<file path="config.mk">
export PLATFORM = sky130hd
export DESIGN_NAME = psr_unit
export DESIGN_NICKNAME = d
export VERILOG_FILES = /design/src/rtl/psr_pkg.sv /design/src/rtl/psr_nz_eval.sv /design/src/rtl/psr_compare.sv /design/src/rtl/psr_next.sv /design/src/rtl/psr_unit.sv
export SDC_FILE = /design/constraint.sdc
export NUM_CORES = 1
export LEC_CHECK = 0
export CAP_MARGIN = 40
export CORE_ASPECT_RATIO = 0.6
export CORE_MARGIN = 3
export CORE_UTILIZATION = 54
export CTS_CLUSTER_DIAMETER = 80
export DETAILED_ROUTE_END_ITERATION = 16
export DONT_BUFFER_PORTS = 1
export PLACE_DENSITY = 0.72
export SYNTH_ARGS = -nofsm -noshare
export SYNTH_HDL_FRONTEND = slang
export SYNTH_SLANG_ARGS = --single-unit
export TNS_END_PERCENT = 5
</file>
<file path="constraint.sdc">
create_clock -name clk -period 2.6 [get_ports clk]
set_input_delay 0.52 -clock clk [delete_from_list [all_inputs] [get_ports clk]]
set_output_delay 0.52 -clock clk [all_outputs]
set_load 0.005 [all_outputs]
</file>
<file path="src/rtl/psr_pkg.sv">
package psr_pkg;
  localparam int STAT_W = 8;
  localparam int BIT_C  = 0;
  localparam int BIT_Z  = 1;
  localparam int BIT_X  = 4;
  localparam int BIT_M  = 5;
  localparam int BIT_V  = 6;
  localparam int BIT_N  = 7;
  localparam logic [STAT_W-1:0] STAT_RESET = 8'h30;

  typedef enum logic [3:0] {
    OP_NONE     = 4'd0,
    OP_FLAG_SET = 4'd1,
    OP_FLAG_CLR = 4'd2,
    OP_MASK_CLR = 4'd3,
    OP_MASK_SET = 4'd4,
    OP_SWAP_CE  = 4'd5,
    OP_PULL     = 4'd6,
    OP_LOAD_NZ  = 4'd7,
    OP_COMPARE  = 4'd8
  } psr_op_e;
endpackage

</file>
<file path="src/rtl/psr_nz_eval.sv">
// Negative/zero of a value at the narrow or full width.
module psr_nz_eval #(
  parameter int DATA_W = 16
) (
  input  logic [DATA_W-1:0] value,
  input  logic              narrow,
  output logic              neg,
  output logic              zero
);
  localparam int HALF_W = DATA_W / 2;

  always_comb begin
    if (narrow) begin
      neg  = value[HALF_W-1];
      zero = ~|value[HALF_W-1:0];
    end else begin
      neg  = value[DATA_W-1];
      zero = ~|value;
    end
  end
endmodule

</file>
<file path="src/rtl/psr_compare.sv">
// Unsigned compare at a selectable width, producing N, Z and no-borrow.
module psr_compare #(
  parameter int DATA_W = 16
) (
  input  logic [DATA_W-1:0] lhs,
  input  logic [DATA_W-1:0] rhs,
  input  logic              narrow,
  output logic              neg,
  output logic              zero,
  output logic              no_borrow
);
  localparam int HALF_W = DATA_W / 2;

  logic [DATA_W-1:0] diff;

  assign diff = lhs - rhs;
  assign no_borrow = narrow ? (lhs[HALF_W-1:0] >= rhs[HALF_W-1:0]) : (lhs >= rhs);

  psr_nz_eval #(.DATA_W(DATA_W)) diff_nz_i (
    .value (diff),
    .narrow(narrow),
    .neg   (neg),
    .zero  (zero)
  );
endmodule

</file>
<file path="src/rtl/psr_next.sv">
// Next-state network for the status byte and the emulation bit.
module psr_next
  import psr_pkg::*;
#(
  parameter int DATA_W = 16
) (
  input  logic [STAT_W-1:0] st,
  input  logic              emu,
  input  psr_op_e           op,
  input  logic [2:0]        flag_sel,
  input  logic [STAT_W-1:0] mask,
  input  logic              use_idx,
  input  logic [DATA_W-1:0] value,
  input  logic [DATA_W-1:0] cmp_a,
  input  logic [DATA_W-1:0] cmp_b,
  output logic [STAT_W-1:0] st_n,
  output logic              emu_n
);
  logic              narrow;
  logic              ld_neg, ld_zero;
  logic              cp_neg, cp_zero, cp_carry;
  logic [STAT_W-1:0] sel_hit;
  logic [STAT_W-1:0] pre;

  // Width comes from the held size bits; emulation forces 8-bit.
  assign narrow = use_idx ? (emu | st[BIT_X]) : (emu | st[BIT_M]);

  for (genvar i = 0; i < STAT_W; i++) begin : g_sel
    assign sel_hit[i] = (flag_sel == 3'(i));
  end

  psr_nz_eval #(.DATA_W(DATA_W)) load_nz_i (
    .value (value),
    .narrow(narrow),
    .neg   (ld_neg),
    .zero  (ld_zero)
  );

  psr_compare #(.DATA_W(DATA_W)) cmp_i (
    .lhs      (cmp_a),
    .rhs      (cmp_b),
    .narrow   (narrow),
    .neg      (cp_neg),
    .zero     (cp_zero),
    .no_borrow(cp_carry)
  );

  always_comb begin
    pre   = st;
    emu_n = emu;
    case (op)
      OP_FLAG_SET: pre = st | sel_hit;
      OP_FLAG_CLR: pre = st & ~sel_hit;
      OP_MASK_CLR: pre = st & ~mask;
      OP_MASK_SET: pre = st | mask;
      OP_PULL:     pre = mask;
      OP_SWAP_CE: begin
        pre[BIT_C] = emu;
        emu_n      = st[BIT_C];
        if (st[BIT_C] && !emu) begin
          pre[BIT_M] = 1'b1;
          pre[BIT_X] = 1'b1;
        end
      end
      OP_LOAD_NZ: begin
        pre[BIT_N] = ld_neg;
        pre[BIT_Z] = ld_zero;
      end
      OP_COMPARE: begin
        pre[BIT_N] = cp_neg;
        pre[BIT_Z] = cp_zero;
        pre[BIT_C] = cp_carry;
      end
      default: ;
    endcase
    st_n = pre;
    if (emu_n) st_n[BIT_M] = 1'b1;
  end
endmodule

</file>
<file path="src/rtl/psr_unit.sv">
// Processor status register with width-aware flag updates.
module psr_unit
  import psr_pkg::*;
#(
  parameter int DATA_W = 16
) (
  input  logic              clk,
  input  logic              rst,
  input  logic [3:0]        op_i,
  input  logic [2:0]        flag_sel_i,
  input  logic [7:0]        mask_i,
  input  logic              use_idx_i,
  input  logic [DATA_W-1:0] value_i,
  input  logic [DATA_W-1:0] cmp_a_i,
  input  logic [DATA_W-1:0] cmp_b_i,
  output logic [7:0]        status_o,
  output logic              emu_o,
  output logic              acc8_o,
  output logic              idx8_o,
  output logic              idx_hi_clr_o
);
  logic [STAT_W-1:0] st_q, st_n;
  logic              emu_q, emu_n;
  logic              acc8_q, idx8_q, clr_q;
  logic              idx8_n;

  psr_next #(.DATA_W(DATA_W)) next_i (
    .st      (st_q),
    .emu     (emu_q),
    .op      (psr_op_e'(op_i)),
    .flag_sel(flag_sel_i),
    .mask    (mask_i),
    .use_idx (use_idx_i),
    .value   (value_i),
    .cmp_a   (cmp_a_i),
    .cmp_b   (cmp_b_i),
    .st_n    (st_n),
    .emu_n   (emu_n)
  );

  assign idx8_n = emu_n | st_n[BIT_X];

  always_ff @(posedge clk) begin
    if (rst) begin
      st_q   <= STAT_RESET;
      emu_q  <= 1'b1;
      acc8_q <= 1'b1;
      idx8_q <= 1'b1;
      clr_q  <= 1'b0;
    end else begin
      st_q   <= st_n;
      emu_q  <= emu_n;
      acc8_q <= emu_n | st_n[BIT_M];
      idx8_q <= idx8_n;
      clr_q  <= idx8_n & ~idx8_q;
    end
  end

  assign status_o     = st_q;
  assign emu_o        = emu_q;
  assign acc8_o       = acc8_q;
  assign idx8_o       = idx8_q;
  assign idx_hi_clr_o = clr_q;
endmodule

</file>
==> results of run 1 <==
-- layout by cell type (no fill, tap or decap), types with 3 or more instances in the layout --
cell type	synthesis	routed
sky130_fd_sc_hd__a31oi_1	4	4
sky130_fd_sc_hd__nand3_1	7	7
sky130_fd_sc_hd__nand2b_1	7	7
sky130_fd_sc_hd__a211oi_1	4	4
sky130_fd_sc_hd__o21ai_0	23	23
sky130_fd_sc_hd__nor2b_1	9	9
sky130_fd_sc_hd__o211ai_1	4	4
sky130_fd_sc_hd__and3_1	7	7
sky130_fd_sc_hd__nor2_1	22	22
sky130_fd_sc_hd__buf_4	1	4
sky130_fd_sc_hd__o22ai_1	3	3
sky130_fd_sc_hd__dfxtp_1	11	11
sky130_fd_sc_hd__nor3_1	8	8
sky130_fd_sc_hd__ha_1	16	16
sky130_fd_sc_hd__clkbuf_8	0	3
sky130_fd_sc_hd__a21o_1	3	3
sky130_fd_sc_hd__o31ai_1	3	3
sky130_fd_sc_hd__mux2i_1	3	3
sky130_fd_sc_hd__nor4_1	5	5
sky130_fd_sc_hd__nand4_1	7	7
sky130_fd_sc_hd__xnor2_1	3	3
sky130_fd_sc_hd__nand3b_1	4	4
sky130_fd_sc_hd__nand2_1	24	24
sky130_fd_sc_hd__a21oi_1	22	22
sky130_fd_sc_hd__inv_1	25	25
-- per-stage QoR --
step                utilization, %  power (mW)  std cells  area [µm²]  hold WS (ns)
global placement              57.9       0.469        314        1920         0.443
global route                  59.3       0.705        318        1970         0.327
detailed placement            57.9       0.471        314        1920         0.440
CTS                           59.3       0.658        318        1970         0.331
finish                        59.3       0.661        318        1970         0.334
floorplan                        -       0.436        278        1900         0.425
-- state kept, by name, summed over array words and instances, names as in the netlist --
register	count
status_o	8
emu_o	1
idx8_o	1
idx_hi_clr_o	1
-- path summary, 6_finish.rpt --
kind              slack (ns)           end         from  cells past startpoint
setup / recovery        0.24   status_o[1]   cmp_b_i[1]                      9
hold / removal          0.33  idx_hi_clr_o          rst                      1
setup reg to reg        0.65   status_o[7]  status_o[5]                      7
hold reg to reg         0.45  idx_hi_clr_o       idx8_o                      1
-- routing by layer --
| layer | vias to the layer above | wire length (µm) |
|---|---|---|
| li1 | 1029 | - |
| met1 | 912 | 2720 |
| met2 | 116 | 2020 |
| met3 | 6 | 518 |
| met4 | 0 | 16 |
| met5 | - | 0 |
-- critical path, stage by stage --
cell and delay (ns):
sky130_fd_sc_hd__inv_1 0.02, sky130_fd_sc_hd__ha_1 0.28, sky130_fd_sc_hd__nor2b_1 0.17, sky130_fd_sc_hd__o21ai_0 0.13
sky130_fd_sc_hd__or3b_1 0.41, sky130_fd_sc_hd__a2111oi_4 0.35, sky130_fd_sc_hd__o2111ai_1 0.23, sky130_fd_sc_hd__a2111oi_2 0.27
sky130_fd_sc_hd__a31o_1 0.19
-- kinds of logic after synthesis --
logic type	count (synthesis)
mux	4
simple gates	112
xor+xnor	4
flops	11
buf+inv	38
fa+ha+maj	16
compound gates	93
-- cell usage after synthesis, types with 7 or more instances --
cell type                  count
sky130_fd_sc_hd__inv_1        25
sky130_fd_sc_hd__nand2_1      24
sky130_fd_sc_hd__o21ai_0      23
sky130_fd_sc_hd__a21oi_1      22
sky130_fd_sc_hd__nor2_1       22
sky130_fd_sc_hd__ha_1         16
sky130_fd_sc_hd__dfxtp_1      11
sky130_fd_sc_hd__nor2b_1       9
sky130_fd_sc_hd__nor3_1        8
sky130_fd_sc_hd__and3_1        7
sky130_fd_sc_hd__nand2b_1      7
sky130_fd_sc_hd__nand3_1       7
sky130_fd_sc_hd__nand4_1       7
-- final cells by class --
cell class	count	share of cell area, %
clock inverters	1	0.254
flip-flops and latches	11	11.2
clock buffers	3	2.10
multi-input cells	229	77.3
well taps	45	2.86
inverters	25	4.76
repair buffers	4	1.52
-- power groups by stage --
stage | Combinational (mW) | Sequential (mW) | Clock [mW]
after floorplan | 0.248 | 0.187 | 0
after global placement | 0.278 | 0.191 | 0
after detailed placement | 0.281 | 0.191 | 0
after CTS | 0.283 | 0.187 | 0.188
after global routing | 0.323 | 0.188 | 0.194
final | 0.289 | 0.187 | 0.186
==> flow_results.xml, run 1 <==
<?xml version="1.0" encoding="UTF-8"?>
<metrics>
  <group name="status">
    <metric name="run_status" unit="">completed</metric>
  </group>
  <group name="power">
    <metric name="switching_share" unit="%">38.0</metric>
    <metric name="internal_power" unit="mW">0.410</metric>
    <metric name="power_switching" unit="mW">0.251</metric>
    <metric name="vdd_ir_drop_max" unit="V">0.000228</metric>
    <metric name="pwr-share-clk" unit="%">28.1</metric>
    <metric name="power-per-cell-area" unit="mW/mm²">336</metric>
    <metric name="power.sequential.fraction" unit="%">28.3</metric>
    <metric name="leakage" unit="nW">0.799</metric>
    <metric name="p_comb_share" unit="%">43.6</metric>
  </group>
  <group name="clock_network">
    <metric name="max-clock-path-buffers" unit="">2</metric>
    <metric name="cts_sinks" unit="">11</metric>
    <metric name="clk_latency" unit="ns">0.25</metric>
    <metric name="cts_max_level" unit="">1</metric>
    <metric name="cts.repair.resized" unit="">0</metric>
    <metric name="setup_fix_buffers_added_after_clock_tree_synthesis" unit="">0</metric>
    <metric name="tritoncts.num_buffers" unit="">3</metric>
    <metric name="clk_root_buffer_cell" unit="">sky130_fd_sc_hd__clkbuf_8</metric>
    <metric name="worst_setup_hold_path_clk_slew" unit="ns">0.06</metric>
    <metric name="clock_tree_from_tritoncts" unit="">built</metric>
    <metric name="cts-hold-fix-buffers" unit="">0</metric>
  </group>
  <group name="synthesis">
    <metric name="synthMuxAreaShare" unit="%">2.17</metric>
    <metric name="post_synthesis_cell_type_count" unit="">62</metric>
    <metric name="syn-instance-count" unit="">278</metric>
    <metric name="main_combinational_cell_family_by_area_after_synthesis" unit="">compound AO/OA/AOI/OAI gates</metric>
    <metric name="synth_warnings" unit="">0</metric>
    <metric name="yosys_most_used_dff" unit="">sky130_fd_sc_hd__dfxtp_1</metric>
    <metric name="mappedNetlistArea" unit="mm²">0.00190</metric>
    <metric name="synth_top_cell_by_area" unit="">sky130_fd_sc_hd__dfxtp_1</metric>
    <metric name="sequential_cell_area_fraction_in_the_yosys_report" unit="%">11.6</metric>
    <metric name="synth_area_leaders" unit="">sky130_fd_sc_hd__dfxtp_1 (12%), sky130_fd_sc_hd__ha_1 (11%), sky130_fd_sc_hd__o21ai_0 (6.1%), sky130_fd_sc_hd__a21oi_1 (5.8%), sky130_fd_sc_hd__inv_1 (4.9%)</metric>
    <metric name="synth_top_area_share" unit="%">11.6</metric>
    <metric name="yosys.area_share.simple" unit="%">31.1</metric>
    <metric name="async_flop_share" unit="%">0</metric>
    <metric name="synth_edf_count" unit="">0</metric>
    <metric name="yosys.area_share.adder" unit="%">10.5</metric>
    <metric name="synth.net_count" unit="">360</metric>
    <metric name="synth_area_per_cell" unit="µm²">6.84</metric>
    <metric name="postSynthRegisterBits" unit="">11</metric>
    <metric name="yosys.area_share.xor_xnor" unit="%">1.84</metric>
    <metric name="synth-compound-area-share" unit="%">34.4</metric>
  </group>
  <group name="placed_design">
    <metric name="hpwlAfterDp" unit="mm">4.23</metric>
    <metric name="numPortBuffers" unit="">0</metric>
    <metric name="place_congestion" unit="">0.867</metric>
    <metric name="pre_cts_ws" unit="ns">0.0192</metric>
  </group>
  <group name="global_routing">
    <metric name="gr-usage-met2" unit="%">31.0</metric>
    <metric name="met3_usage" unit="%">5.71</metric>
    <metric name="gr-usage-met1" unit="%">42.0</metric>
    <metric name="grt_start_max_net_pins" unit="">28</metric>
    <metric name="grt_overflow" unit="">0</metric>
    <metric name="globalRouteTotalUtil" unit="%">24.8</metric>
    <metric name="first_global_vias" unit="">1714</metric>
    <metric name="wire_length_of_the_first_global_routing_pass" unit="mm">8.31</metric>
    <metric name="grt.busiest_layer" unit="">met1</metric>
    <metric name="antenna_found_initial" unit="">0</metric>
  </group>
  <group name="floorplanning">
    <metric name="fp-row-count" unit="">16</metric>
    <metric name="core" unit="mm²">0.00332</metric>
    <metric name="die_width" unit="µm">82.6</metric>
    <metric name="initial_core_util" unit="%">57.2</metric>
    <metric name="fp.dieArea" unit="mm²">0.00429</metric>
    <metric name="design.portCount" unit="">78</metric>
    <metric name="die_height" unit="µm">52.0</metric>
  </group>
  <group name="worst_setup_path">
    <metric name="cp_data_required_time" unit="ns">2.79</metric>
    <metric name="crit_end_category" unit="">register</metric>
    <metric name="worstSetupPathType" unit="">primary input to register</metric>
    <metric name="setup.worst_path.start_class" unit="">primary input</metric>
    <metric name="critPathMaxFanout" unit="">4</metric>
    <metric name="critPathArrivalTime" unit="ns">2.55</metric>
  </group>
  <group name="flow_run">
    <metric name="cap_violations" unit="">0</metric>
  </group>
  <group name="sta">
    <metric name="clock_skew" unit="ns">0.00490</metric>
    <metric name="final.setup.tns" unit="ns">0</metric>
    <metric name="timing.final.crit_period" unit="ns">2.36</metric>
    <metric name="worst_slack" unit="ns">0.244</metric>
    <metric name="setup_viol" unit="">0</metric>
    <metric name="slew_worst_pin" unit="ns">0.639</metric>
    <metric name="grt_setup_unrepaired" unit="">false</metric>
    <metric name="hold_viol_final" unit="">0</metric>
    <metric name="fin_crit_sh" unit="%">90.6</metric>
    <metric name="final_max_slew_viol_count" unit="">0</metric>
    <metric name="timing.fmax" unit="GHz">0.424</metric>
    <metric name="worst_slew_margin_rel" unit="%">57.4</metric>
  </group>
  <group name="cells_and_area">
    <metric name="final_net_count" unit="">356</metric>
    <metric name="register_area" unit="µm²">220</metric>
    <metric name="layout-area-overhead-vs-synth" unit="%">3.55</metric>
    <metric name="num-fill-cells" unit="">350</metric>
    <metric name="total_area_of_multi_input_combinational_cells" unit="mm²">0.00152</metric>
    <metric name="num_antenna_cells" unit="">0</metric>
    <metric name="layout-drive-gt1-share" unit="%">7.69</metric>
  </group>
  <group name="routing">
    <metric name="num_vias" unit="">2063</metric>
    <metric name="drt.antenna.violating_nets" unit="">0</metric>
    <metric name="wirelength" unit="mm">5.27</metric>
    <metric name="drt-wirelength-per-cell" unit="µm">16.6</metric>
    <metric name="remaining_drc_errors" unit="">0</metric>
    <metric name="viasPerCell" unit="">6.49</metric>
    <metric name="drtIter0Drc" unit="">280</metric>
    <metric name="drt_pass_1_iters" unit="">5</metric>
  </group>
  <group name="worst_hold_path">
    <metric name="hp-class" unit="">primary input to register</metric>
  </group>
</metrics>
Note: power is estimated with default switching activity, not from simulation.
==> run 2: changes to the inputs <==
--- a/config.mk
+++ b/config.mk
@@ -5,9 +5,10 @@
 export SDC_FILE = /design/constraint.sdc
 export NUM_CORES = 1
 export LEC_CHECK = 0
+export ABC_AREA = 1
 export CAP_MARGIN = 40
 export CORE_ASPECT_RATIO = 0.6
-export CORE_MARGIN = 3
+export CORE_MARGIN = 5
 export CORE_UTILIZATION = 54
 export CTS_CLUSTER_DIAMETER = 80
 export DETAILED_ROUTE_END_ITERATION = 16
==> run 2 against run 1 <==
Compared with the run above: utilization is 0.36 points higher; sequential power is essentially flat; final cell count grew 38%; critical endpoint unchanged; largest power group unchanged; sequential cell count unchanged; synthesized cell count rose by 40%; setup slack better by 0.33 ns; clock power down 2%; via count rose by 18%.
==> flow_results.xml, run 2 <==
<?xml version="1.0" encoding="UTF-8"?>
<metrics>
  <group name="status">
    <metric name="run_status" unit="">completed</metric>
  </group>
  <group name="clock_network">
    <metric name="clk_root_buffer_cell" unit="">sky130_fd_sc_hd__clkbuf_8</metric>
    <metric name="cts-hold-fix-buffers" unit="">0</metric>
    <metric name="cts_sinks" unit="">11</metric>
    <metric name="clock_tree_from_tritoncts" unit="">built</metric>
    <metric name="cts.repair.resized" unit="">0</metric>
    <metric name="worst_setup_hold_path_clk_slew" unit="ns">0.05</metric>
    <metric name="cts_max_level" unit="">1</metric>
    <metric name="max-clock-path-buffers" unit="">2</metric>
    <metric name="setup_fix_buffers_added_after_clock_tree_synthesis" unit="">0</metric>
    <metric name="tritoncts.num_buffers" unit="">3</metric>
    <metric name="clk_latency" unit="ns">0.24</metric>
  </group>
  <group name="worst_hold_path">
    <metric name="hp-class" unit="">primary input to register</metric>
  </group>
  <group name="sta">
    <metric name="final.setup.tns" unit="ns">0</metric>
    <metric name="slew_worst_pin" unit="ns">0.704</metric>
    <metric name="hold_viol_final" unit="">0</metric>
    <metric name="setup_viol" unit="">0</metric>
    <metric name="timing.final.crit_period" unit="ns">2.03</metric>
    <metric name="fin_crit_sh" unit="%">78.1</metric>
    <metric name="clock_skew" unit="ns">0.000824</metric>
    <metric name="worst_slew_margin_rel" unit="%">52.6</metric>
    <metric name="timing.fmax" unit="GHz">0.492</metric>
    <metric name="final_max_slew_viol_count" unit="">0</metric>
    <metric name="grt_setup_unrepaired" unit="">false</metric>
  </group>
  <group name="floorplanning">
    <metric name="die_height" unit="µm">58.7</metric>
    <metric name="die_width" unit="µm">91.2</metric>
    <metric name="initial_core_util" unit="%">57.1</metric>
    <metric name="design.portCount" unit="">78</metric>
    <metric name="core" unit="mm²">0.00374</metric>
    <metric name="fp-row-count" unit="">17</metric>
    <metric name="fp.dieArea" unit="mm²">0.00535</metric>
  </group>
  <group name="global_routing">
    <metric name="antenna_found_initial" unit="">0</metric>
    <metric name="first_global_vias" unit="">2126</metric>
    <metric name="globalRouteTotalUtil" unit="%">22.9</metric>
    <metric name="wire_length_of_the_first_global_routing_pass" unit="mm">10.1</metric>
    <metric name="grt_overflow" unit="">0</metric>
    <metric name="grt_start_max_net_pins" unit="">11</metric>
  </group>
  <group name="placed_design">
    <metric name="numPortBuffers" unit="">0</metric>
    <metric name="hpwlAfterDp" unit="mm">5.20</metric>
    <metric name="place_congestion" unit="">0.966</metric>
    <metric name="detailed_place.area" unit="mm²">0.00219</metric>
  </group>
  <group name="cells_and_area">
    <metric name="finish.instance_area" unit="mm²">0.00223</metric>
    <metric name="num_antenna_cells" unit="">0</metric>
    <metric name="layout-area-overhead-vs-synth" unit="%">4.51</metric>
    <metric name="num-fill-cells" unit="">402</metric>
    <metric name="layout.cells.most_common" unit="">sky130_fd_sc_hd__nand2_1</metric>
    <metric name="final_cell_mix" unit="">sky130_fd_sc_hd__nand2_1 (113), sky130_fd_sc_hd__inv_1 (83), sky130_fd_sc_hd__nor2_1 (33)</metric>
    <metric name="final_net_count" unit="">476</metric>
    <metric name="layout-drive-gt1-share" unit="%">7.12</metric>
    <metric name="largest_reg_flops" unit="">8</metric>
  </group>
  <group name="synthesis">
    <metric name="synth-compound-area-share" unit="%">15.3</metric>
    <metric name="yosys.area_share.adder" unit="%">9.37</metric>
    <metric name="postSynthRegisterBits" unit="">11</metric>
    <metric name="synth_top_area_share" unit="%">19.9</metric>
    <metric name="synth_common_cells" unit="">sky130_fd_sc_hd__nand2_1 (113), sky130_fd_sc_hd__inv_1 (83), sky130_fd_sc_hd__nor2_1 (33), sky130_fd_sc_hd__nand3_1 (24)</metric>
    <metric name="post_synthesis_cell_type_count" unit="">40</metric>
    <metric name="synth_top_cell_by_area" unit="">sky130_fd_sc_hd__nand2_1</metric>
    <metric name="yosys_most_used_dff" unit="">sky130_fd_sc_hd__dfxtp_1</metric>
    <metric name="main_combinational_cell_family_by_area_after_synthesis" unit="">simple AND/OR/NAND/NOR gates</metric>
    <metric name="synth.net_count" unit="">472</metric>
    <metric name="async_flop_share" unit="%">0</metric>
    <metric name="synthMuxAreaShare" unit="%">0</metric>
    <metric name="synth_area_per_cell" unit="µm²">5.48</metric>
    <metric name="yosys.cell_count.top_type" unit="">sky130_fd_sc_hd__nand2_1</metric>
    <metric name="mappedNetlistArea" unit="mm²">0.00214</metric>
    <metric name="yosys.area_share.xor_xnor" unit="%">2.46</metric>
    <metric name="sequential_cell_area_fraction_in_the_yosys_report" unit="%">10.3</metric>
    <metric name="synth_warnings" unit="">0</metric>
    <metric name="synth_area_leaders" unit="">sky130_fd_sc_hd__nand2_1 (20%), sky130_fd_sc_hd__inv_1 (15%), sky130_fd_sc_hd__dfxtp_1 (10%), sky130_fd_sc_hd__ha_1 (9.4%), sky130_fd_sc_hd__nor2_1 (5.8%)</metric>
    <metric name="synth_edf_count" unit="">0</metric>
    <metric name="yosys.area_share.simple" unit="%">46.5</metric>
    <metric name="syn-instance-count" unit="">390</metric>
  </group>
  <group name="worst_setup_path">
    <metric name="crit_family" unit="">simple AND/OR/NAND/NOR gates</metric>
    <metric name="worstSetupPathType" unit="">primary input to register</metric>
    <metric name="max_stage_delay" unit="ns">0.35</metric>
    <metric name="critPathArrivalTime" unit="ns">2.23</metric>
    <metric name="crit_top_cell" unit="">sky130_fd_sc_hd__nand2_1</metric>
    <metric name="setup.worst_path.start_class" unit="">primary input</metric>
    <metric name="worstPathBufferInverterCount" unit="">2</metric>
    <metric name="cp_data_required_time" unit="ns">2.79</metric>
    <metric name="cp_slowest_cell" unit="">sky130_fd_sc_hd__ha_1</metric>
    <metric name="crit_end_category" unit="">register</metric>
    <metric name="timing.critical_path.cells" unit="">inv_1 -&gt; ha_1 -&gt; nand2_1 -&gt; nor2_1 -&gt; nand3_1 -&gt; nand3_1 -&gt; nand2_1 -&gt; nand2_1 -&gt; nand2_1 -&gt; nor2_1 -&gt; nand3_1 -&gt; nand2_1 -&gt; nand2_1 -&gt; nand4_1 -&gt; nand2_1 -&gt; inv_1</metric>
    <metric name="critPathMaxFanout" unit="">4</metric>
  </group>
  <group name="routing">
    <metric name="remaining_drc_errors" unit="">0</metric>
    <metric name="drt-wirelength-per-cell" unit="µm">13.9</metric>
    <metric name="num_vias" unit="">2443</metric>
    <metric name="drtIter0Drc" unit="">214</metric>
    <metric name="drt_pass_1_iters" unit="">4</metric>
    <metric name="drt.antenna.violating_nets" unit="">0</metric>
    <metric name="viasPerCell" unit="">5.55</metric>
    <metric name="wirelength" unit="mm">6.13</metric>
  </group>
  <group name="power">
    <metric name="vdd_ir_drop_max" unit="V">0.000215</metric>
    <metric name="power-per-cell-area" unit="mW/mm²">326</metric>
    <metric name="leakage" unit="nW">1.24</metric>
    <metric name="fin_total_pwr" unit="mW">0.727</metric>
  </group>
  <group name="flow_run">
    <metric name="cap_violations" unit="">0</metric>
  </group>
</metrics>
-- run 2: worst register-to-register path: stages, from the launching register on --
cell and delay [ns]:
sky130_fd_sc_hd__dfxtp_1 0.36, sky130_fd_sc_hd__inv_2 0.11, sky130_fd_sc_hd__nor2_1 0.05, sky130_fd_sc_hd__nor3_2 0.41
sky130_fd_sc_hd__inv_1 0.11, sky130_fd_sc_hd__nor2_1 0.12, sky130_fd_sc_hd__o21ai_0 0.08, sky130_fd_sc_hd__nor2_1 0.14
sky130_fd_sc_hd__nand4_1 0.11, sky130_fd_sc_hd__nand2_1 0.07, sky130_fd_sc_hd__inv_1 0.03
-- run 2: logic make-up after synthesis --
group | Yosys count
AO/OA/AOI/OAI | 52
XOR/XNOR | 6
adder cells (fa/ha/maj) | 16
buffers and inverters | 90
flip-flops | 11
AND/OR/NAND/NOR | 215
-- run 2: metrics by stage --
stage	hold slack [ns]	std cells	util, %	setup WS (ns)
4_1_cts	0.336	440	59.6	0.611
5_1_grt	0.333	440	59.6	0.360
3_5_place_dp	0.463	436	58.4	0.361
6_report	0.336	440	59.6	0.569
2_1_floorplan	0.431	390	-	0.682
3_3_place_gp	0.457	436	58.4	0.387
-- run 2: power breakdown --
part / switching (mW) / internal, mW
Clock: 0.0739 / 0.108
Combinational: 0.230 / 0.125
Sequential: 0.0120 / 0.178
Total: 0.316 / 0.412
-- run 2: cell type report --
| class | count | area, µm² | area share [%] |
|---|---|---|---|
| Multi-Input combinational cell | 289 | 1570 | 70.4 |
| Inverter | 89 | 337 | 15.1 |
| Sequential cell | 11 | 220 | 9.87 |
| Tap cell | 47 | 58.8 | 2.63 |
| Clock buffer | 4 | 45.0 | 2.02 |
-- run 2: path summary, 6_finish.rpt --
| check | start | slack (ns) | cells past startpoint | endpoint |
|---|---|---|---|---|
| min | rst | 0.34 | 1 | idx_hi_clr_o |
| max | cmp_b_i[7] | 0.57 | 16 | status_o[1] |
| max reg2reg | status_o[5] | 0.91 | 10 | status_o[1] |
| min reg2reg | idx8_o | 0.47 | 1 | idx_hi_clr_o |
-- run 2: routing by layer --
metal,track usage [%],routed length (µm)
met5,0,0
met4,3.14,34
met3,5.49,645
met2,28.5,2100
met1,38.2,3350
